File: src/rtl/ivc_pkg.sv
package ivc_pkg;
  localparam int SRC_N      = 4;
  localparam int ADDR_W     = 32;
  localparam int CTL_W      = 16;
  localparam int NMI_BIT    = 8;
  localparam int NOPUSH_BIT = 9;
  localparam int HALT_BIT   = 15;
  localparam logic [ADDR_W-1:0] NMI_VEC     = 32'hFFFF_FEE0;
  localparam logic [ADDR_W-1:0] TRAP_STATUS = 32'h0000_0010;

  // vector address per maskable source, index order is priority order
  function automatic logic [ADDR_W-1:0] srcVector(input int idx);
    case (idx)
      0:       srcVector = 32'hFFFF_FEC0;
      1:       srcVector = 32'hFFFF_FEA0;
      2:       srcVector = 32'hFFFF_FFC0;
      default: srcVector = 32'hFFFF_FFA0;
    endcase
  endfunction

  typedef struct packed {
    logic             take;
    logic             nmi;
    logic             doPush;
    logic [SRC_N-1:0] grant;
  } ctrlStrobe_t;
endpackage

File: src/rtl/ivc_ctrl.sv
module ivc_ctrl
  import ivc_pkg::*;
#(
  parameter int SVC_CYC = 16
) (
  input  logic             clk,
  input  logic             rstN,
  input  logic             boundary,
  input  logic             statusIe,
  input  logic [SRC_N-1:0] pendQ,
  input  logic [SRC_N-1:0] enQ,
  input  logic             nmiFlag,
  input  logic             noPush,
  input  logic             haltFlag,
  output ctrlStrobe_t      strobe,
  output logic             stall
);
  localparam int CNT_W = $clog2(SVC_CYC + 1);
  localparam logic [CNT_W-1:0] CNT_LOAD = CNT_W'(SVC_CYC);

  logic [CNT_W-1:0] stallCnt;
  logic [SRC_N-1:0] reqMask;
  logic [SRC_N-1:0] grantRaw;
  logic             open;
  logic             maskTake;

  assign reqMask = pendQ & enQ;

  // lowest index wins: scan from the top, later hits overwrite
  always_comb begin
    grantRaw = '0;
    for (int i = SRC_N - 1; i >= 0; i--) begin
      if (reqMask[i]) begin
        grantRaw    = '0;
        grantRaw[i] = 1'b1;
      end
    end
  end

  assign open     = boundary && (stallCnt == '0) && !haltFlag;
  assign maskTake = open && !nmiFlag && statusIe && (|reqMask);

  always_comb begin
    strobe.nmi    = open && nmiFlag;
    strobe.take   = strobe.nmi || maskTake;
    strobe.grant  = maskTake ? grantRaw : '0;
    strobe.doPush = strobe.nmi ? !noPush : maskTake;
  end

  always_ff @(posedge clk) begin
    if (!rstN) begin
      stallCnt <= '0;
    end else if (strobe.take) begin
      stallCnt <= CNT_LOAD;
    end else if (stallCnt != '0) begin
      stallCnt <= stallCnt - 1'b1;
    end
  end

  assign stall = (stallCnt != '0);
endmodule

File: src/rtl/ivc_dp.sv
module ivc_dp
  import ivc_pkg::*;
(
  input  logic              clk,
  input  logic              rstN,
  input  logic [SRC_N-1:0]  srcPulse,
  input  logic              pendWrEn,
  input  logic [SRC_N-1:0]  pendWrData,
  input  logic              enWrEn,
  input  logic [SRC_N-1:0]  enWrData,
  input  logic              hostWrEn,
  input  logic [CTL_W-1:0]  hostWrData,
  input  logic [ADDR_W-1:0] vecData,
  input  ctrlStrobe_t       strobe,
  output logic [SRC_N-1:0]  pendQ,
  output logic [SRC_N-1:0]  enQ,
  output logic              nmiFlag,
  output logic              noPush,
  output logic              haltFlag,
  output logic              trapTake,
  output logic              pushCtx,
  output logic [ADDR_W-1:0] vecAddr,
  output logic [ADDR_W-1:0] newStatus,
  output logic [ADDR_W-1:0] newPc
);
  logic [CTL_W-1:0]  hostCtl;
  logic [SRC_N-1:0]  keepMask;
  logic [ADDR_W-1:0] selVec;

  assign keepMask = pendWrEn ? pendWrData : '1;

  // set pulses are OR-ed after the clear so a collision leaves the bit set
  always_ff @(posedge clk) begin
    if (!rstN) begin
      pendQ <= '0;
      enQ   <= '0;
    end else begin
      pendQ <= (pendQ & keepMask) | srcPulse;
      if (enWrEn) enQ <= enWrData;
    end
  end

  always_ff @(posedge clk) begin
    if (!rstN) begin
      hostCtl <= '0;
    end else if (hostWrEn) begin
      hostCtl <= hostWrData;
    end else if (strobe.nmi) begin
      hostCtl[NMI_BIT] <= 1'b0;
    end
  end

  assign nmiFlag  = hostCtl[NMI_BIT];
  assign noPush   = hostCtl[NOPUSH_BIT];
  assign haltFlag = hostCtl[HALT_BIT];

  always_comb begin
    selVec = '0;
    if (strobe.nmi) begin
      selVec = NMI_VEC;
    end else begin
      for (int i = 0; i < SRC_N; i++) begin
        if (strobe.grant[i]) selVec = srcVector(i);
      end
    end
  end

  always_ff @(posedge clk) begin
    if (!rstN) begin
      trapTake  <= 1'b0;
      pushCtx   <= 1'b0;
      vecAddr   <= '0;
      newStatus <= '0;
    end else begin
      trapTake <= strobe.take;
      pushCtx  <= strobe.take && strobe.doPush;
      if (strobe.take) begin
        vecAddr   <= selVec;
        newStatus <= TRAP_STATUS;
      end
    end
  end

  assign newPc = {vecData[ADDR_W-1:4], 4'b0000};
endmodule

File: src/rtl/ivc_top.sv
module ivc_top
  import ivc_pkg::*;
#(
  parameter int SVC_CYC = 16
) (
  input  logic              clk,
  input  logic              rstN,
  input  logic              boundary,
  input  logic [SRC_N-1:0]  srcPulse,
  input  logic              pendWrEn,
  input  logic [SRC_N-1:0]  pendWrData,
  input  logic              enWrEn,
  input  logic [SRC_N-1:0]  enWrData,
  input  logic              hostWrEn,
  input  logic [CTL_W-1:0]  hostWrData,
  input  logic              statusIe,
  input  logic [ADDR_W-1:0] vecData,
  output logic              trapTake,
  output logic              pushCtx,
  output logic [ADDR_W-1:0] vecAddr,
  output logic [ADDR_W-1:0] newStatus,
  output logic [ADDR_W-1:0] newPc,
  output logic              stall,
  output logic              halted,
  output logic [SRC_N-1:0]  pendOut
);
  ctrlStrobe_t      strobe;
  logic [SRC_N-1:0] pendQ;
  logic [SRC_N-1:0] enQ;
  logic             nmiFlag;
  logic             noPush;
  logic             haltFlag;

  ivc_ctrl #(.SVC_CYC(SVC_CYC)) u_ctrl (
    .clk(clk), .rstN(rstN), .boundary(boundary), .statusIe(statusIe),
    .pendQ(pendQ), .enQ(enQ), .nmiFlag(nmiFlag), .noPush(noPush),
    .haltFlag(haltFlag), .strobe(strobe), .stall(stall)
  );

  ivc_dp u_dp (
    .clk(clk), .rstN(rstN), .srcPulse(srcPulse), .pendWrEn(pendWrEn),
    .pendWrData(pendWrData), .enWrEn(enWrEn), .enWrData(enWrData),
    .hostWrEn(hostWrEn), .hostWrData(hostWrData), .vecData(vecData),
    .strobe(strobe), .pendQ(pendQ), .enQ(enQ), .nmiFlag(nmiFlag),
    .noPush(noPush), .haltFlag(haltFlag), .trapTake(trapTake),
    .pushCtx(pushCtx), .vecAddr(vecAddr), .newStatus(newStatus), .newPc(newPc)
  );

  assign halted  = haltFlag;
  assign pendOut = pendQ;
endmodule

File: config.mk
export PLATFORM = sky130hd
export DESIGN_NAME = ivc_top
export DESIGN_NICKNAME = d
export VERILOG_FILES = /design/src/rtl/ivc_pkg.sv /design/src/rtl/ivc_ctrl.sv /design/src/rtl/ivc_dp.sv /design/src/rtl/ivc_top.sv
export SDC_FILE = /design/constraint.sdc
export NUM_CORES = 1
export LEC_CHECK = 0
export CAP_MARGIN = 20
export CORE_MARGIN = 3
export CORE_UTILIZATION = 29
export DETAILED_ROUTE_END_ITERATION = 10
export PLACE_DENSITY = 0.84
export RECOVER_POWER = 100
export SLEW_MARGIN = 15
export SYNTH_ARGS = -nofsm -noshare
export SYNTH_HDL_FRONTEND = slang
export SYNTH_SLANG_ARGS = --single-unit
File: constraint.sdc
create_clock -name clk -period 2.2 [get_ports clk]
set_input_delay 0.44 -clock clk [delete_from_list [all_inputs] [get_ports clk]]
set_output_delay 0.44 -clock clk [all_outputs]
set_load 0.01 [all_outputs]
# Word level (Yosys, flattened, before mapping)
# Index checks and enable logic that the tools add are counted.
# W data, S select, Z words.
# totals
elab_cells	48
mem_bits_ro	0
latchBits	0
ff_bits	64
n_memories	0
output_inout_bits	104
ramBits	0
# classes
mux	16
n_lt_le_gt_ge	0
bitwise_logic	4
n_div	0
multipliers	0
shift	0
addsub	1
eq_ne	0
reduce_logical	17
# op_table
cell	n
$mux W32	5
$mux W4	6
$mux W5	2
$and A4 B4 Y4	2
$logic_and A1 B1 Y1	7
$logic_not A5 Y1	1
$reduce_bool A5 Y1	1
$sub A5 B1 Y5 const B	1
$or A4 B4 Y4	1
$reduce_bool A2 Y1	2
$reduce_or A4 Y1	1
$logic_not A1 Y1	3
$mux W1	3
$reduce_or A2 Y1	1
$logic_or A1 B1 Y1	1
$not A1 Y1	1

# Logic depth before layout (Yosys ltp)
# Gate-level depths: netlist (run 1).
# depth
word_depth	12
ltp_mapped	7
mapped_depth_nobuf	6

# By module
# From an unflattened synthesis (run 1), not the netlist that was laid out.
# hier_totals
cells_unflattened	200
area_unflattened_um2	1699.1
# by_module_without_submodules
module	n_inst	seq_area_each_um2	area_each_um2	cells_each
ivc_dp	1	360.3	1362.6	157
ivc_ctrl	1	100.1	336.6	43

# Worst setup path after synthesis (run 1)
# OpenSTA, ideal clock, no wires.
# synth_path
path_type	reg2reg
start	register u_ctrl.stallCnt[0]
end	register u_ctrl.stallCnt[1]
stages_incl_launch_ff	8
setup_slack_ns	0.421
t_arrival_ns	1.650
synth_period_minus_slack_ns	1.779
cell_sequence	dfxtp_1 -> inv_1 -> ha_1 -> or4b_1 -> buf_6 -> nor3b_4 -> o21a_4 -> a2111oi_0
# synth_via
word_cells_on_any_way	11
cone_classes	1 x add/sub; 10 x reduce/logical
# synth_lines
element	line_no	source
from (decl)	ivc_ctrl.sv:21	logic [CNT_W-1:0] stallCnt;
from (signal assigned)	ivc_ctrl.sv:56	stallCnt <= stallCnt - 1'b1;
$reduce_bool A5 Y1	n/a	
named net stall	ivc_top.sv:23	output logic stall,
# The timed path passes the listed nets, and every way through them passes these cells.
# A chain may end at the register's enable or synchronous reset.

# Worst setup path after layout (run 1)
# layout_path
start	register u_ctrl.stallCnt[0]
end	output stall
# layout_via
elab_chain_len	1
# layout_lines
element	line_no	source
$reduce_bool A5 Y1	ivc_ctrl.sv:60	assign stall = (stallCnt != '0);
to (decl)	ivc_top.sv:23	
# Every way passes these cells.

==> results of run 1 <==
==> area by class of cell <==
| cell class | count | area (µm²) | share of cell area [%] |
|---|---|---|---|
| Inverter | 6 | 22.5 | 1.23 |
| Sequential cell | 23 | 460 | 25.2 |
| Timing Repair Buffer | 60 | 589 | 32.3 |
| Tap cell | 70 | 87.6 | 4.80 |
| Clock buffer | 3 | 41.3 | 2.26 |
| Clock inverter | 1 | 5.00 | 0.274 |
| Multi-Input combinational cell | 111 | 619 | 33.9 |
==> worst register-to-register path: stages, from the launching register on <==
cell,delay (ps)
dfxtp_1,340
inv_1,80
ha_1,170
or4b_1,460
buf_4,180
nor3b_4,320
o21a_4,220
a2111oi_0,60
==> flip-flops by register name, summed over array words and instances, names as in the netlist <==
register / cells
u_dp.pendQ: 4
u_dp.enQ: 4
u_dp.newStatus: 1
u_dp.trapTake: 1
u_ctrl.stallCnt: 5
u_dp.pushCtx: 1
u_dp.vecAddr: 4
u_dp.hostCtl: 3
==> per-stage QoR <==
stage	total power, mW	util [%]	setup WS [ps]	instances
final	1.33	34.2	130	274
after global routing	1.44	34.2	5.97	274
after CTS	1.37	34.3	103	274
after detailed placement	1.12	33.4	206	270
after global placement	1.10	33.4	247	270
after floorplan	1.06	-	421	236
==> routing by layer <==
layer  routed length, µm  vias up
li1                    -      518
met1                 961      473
met2                1340       81
met3                 420        9
met4                  57        0
met5                   0        -
==> Yosys cell counts, drive strengths merged <==
cell type	instances	area, µm²
ha	2	25.0
a32o	2	20.0
nand2b	4	25.0
nand2	12	45.0
a21oi	7	35.0
nor3	2	10.0
nand4b	1	8.76
clkbuf	1	3.75
o21ai	1	5.00
nor2	16	60.1
or3b	1	8.76
o22ai	3	18.8
a2111oi	1	8.76
or4b	1	10.0
dfxtp	23	460
o21a	2	22.5
nor3b	1	18.8
inv	6	22.5
a31oi	2	12.5
a22oi	1	7.51
conb	1	3.75
xnor2	3	26.3
o211ai	1	21.3
mux2i	8	80.1
buf	95	707
==> power by group through the flow <==
stage | Combinational [mW] | Clock, mW | Sequential (mW)
finish | 0.544 | 0.259 | 0.530
CTS | 0.574 | 0.268 | 0.531
global route | 0.615 | 0.285 | 0.542
floorplan | 0.518 | 0 | 0.541
global placement | 0.566 | 0 | 0.536
detailed placement | 0.582 | 0 | 0.541
==> final timing paths <==
check,endpoint,cells after the start
min,u_dp.newStatus[4],2
max,stall,4
max reg2reg,u_ctrl.stallCnt[1],7
min reg2reg,u_dp.newStatus[4],2
==> cell usage in the layout (no fill, tap or decap), types with 3 or more instances in the layout <==
master / n
clkbuf_8: 3
inv_1: 6
xnor2_1: 3
conb_1: 40
clkdlybuf4s50_1: 21
nand2b_1: 4
nand2_1: 12
nor2_1: 16
dfxtp_1: 23
o22ai_1: 3
dlygate4sd3_1: 35
mux2i_1: 8
a21oi_1: 7
==> timing repair <==
action,in CTS,in global routing
hold buffers,0,0
setup endpoints to repair,1,0
gates resized for setup,1,0
==> kinds of logic (layout without fill, tap and decap cells) <==
| group | after synthesis | count (layout) | synth area share (%) |
|---|---|---|---|
| AO/OA/AOI/OAI | 20 | 20 | 9.08 |
| XOR/XNOR | 3 | 3 | 1.58 |
| adder cells (fa/ha/maj) | 2 | 2 | 1.50 |
| buffers and inverters | 102 | 70 | 44.0 |
| flip-flops | 23 | 23 | 27.6 |
| multiplexers | 8 | 8 | 4.80 |
| other | 1 | 40 | 0.225 |
| AND/OR/NAND/NOR | 38 | 38 | 11.2 |
==> reports/qor.yml, run 1 <==
min_path:
  holdCritStartpoint: "u_dp.newStatus[4]"
  hold_class: "flop to flop"
power:
  intPower_mw: 0.879
  power_density_mw_per_mm2: 730
  p_clk_share_pct: 19.4
  vdd_drop_max_mv: 0.244
  p_switching_mw: 0.454
  seqPwrFrac_pct: 39.8
  power_frac_comb_pct: 40.8
  swShare_pct: 34.1
  power_leakage_nw: 0.871
global_route:
  gr-usage-met3_pct: 3.18
  busiest_layer: "met2"
  grt.overflow.total: 0
  grt_usage_pct: 8.31
  use_met1_pct: 8.08
  grt_pass1_wl_um: 4270
  antenna_found_initial: 0
  use_met2_pct: 15.1
  grt_pass1_vias: 946
  grt_max_degree: 25
critical_path:
  path_cells: "inv_1 -> ha_1 -> or4b_1 -> dlygate4sd2_1"
  crit_path_start_kind: "flop"
  worstSetupStartpoint: "u_ctrl.stallCnt[0]"
  crit_type: "flop to output port"
  cp_top_family: "simple AND/OR/NAND/NOR gates"
  critPathArrivalTime_ps: 1630
  crit_buf_inv: 2
  critPathMaxStageDelay_ps: 460
  reg2reg_setup_slack_ps: 230
  cp_max_fo: 3
  critPathSlowestCell: "or4b_1"
  cp.required_ps: 1760
  r2r_start: "u_ctrl.stallCnt[0]"
  critPathCaptureType: "output port"
routing:
  firstDrtPassIters: 4
  drtIter0Drc: 11
  ant_nets: 0
  vias_per_cell: 3.95
  drc: 0
  wl_um: 2780
  wl_per_cell_um: 10.1
  num_vias: 1081
synth:
  syn_area_mm2: 0.00167
  syn_avg_cell_area_um2: 8.46
  syn_inst: 197
  yosysSeqAreaShare_pct: 27.6
  yosysUniqueCellTypes: 29
  ys_ff_latch: 23
  yosysWarnings: 0
cts:
  worstSkewPairLatency_ps: 270
  cts_buffers: 3
  post-cts-setup-buffer-count: 0
  clk_path_buf_depth: 2
  cts_tree: "done"
  cts_root_buf: "clkbuf_8"
  htreeDepth: 1
  clk_pin_slew_worst_paths_ps: 80
  cts.sinks: 23
sta:
  fmax_mhz: 483
  rsz0062_at_grt: "false"
  slew_violations: 0
  fin_skew_ps: 7.83
  min_period_ps: 2070
  setup_viol: 0
  fin_hold_ws_ps: 455
  post-route-period-util_pct: 94.1
  hold_violations: 0
  tns_ps: 0
cells_and_area:
  fin_area_mm2: 0.00183
  fill_cells: 552
  diodes: 0
  area_growth_pct: 9.53
  nets: 274
  drive_above_1_share_pct: 4.90
placed_design:
  place_hpwl_um: 2340
  gp_congestion: 0.708
  portBuffers: 57
  placedInstanceArea_mm2: 0.00178
run_status:
  status: "complete, no violations"
floorplanning:
  ios: 171
  fp.dieH_um: 81.8
  initial_core_util_pct: 31.2
  core-area_mm2: 0.00534
  rows: 26
  dieArea_mm2: 0.00669
  die_x_um: 81.8
run:
  drv_cap: 0
No activity file was read; power rests on OpenSTA's default activity.
==> run 2, diff against run 1 <==
- CTS_CLUSTER_DIAMETER: unset -> 50
==> results of run 2 <==
No change in the layout: final DEF, timing and power equal those of run 1.
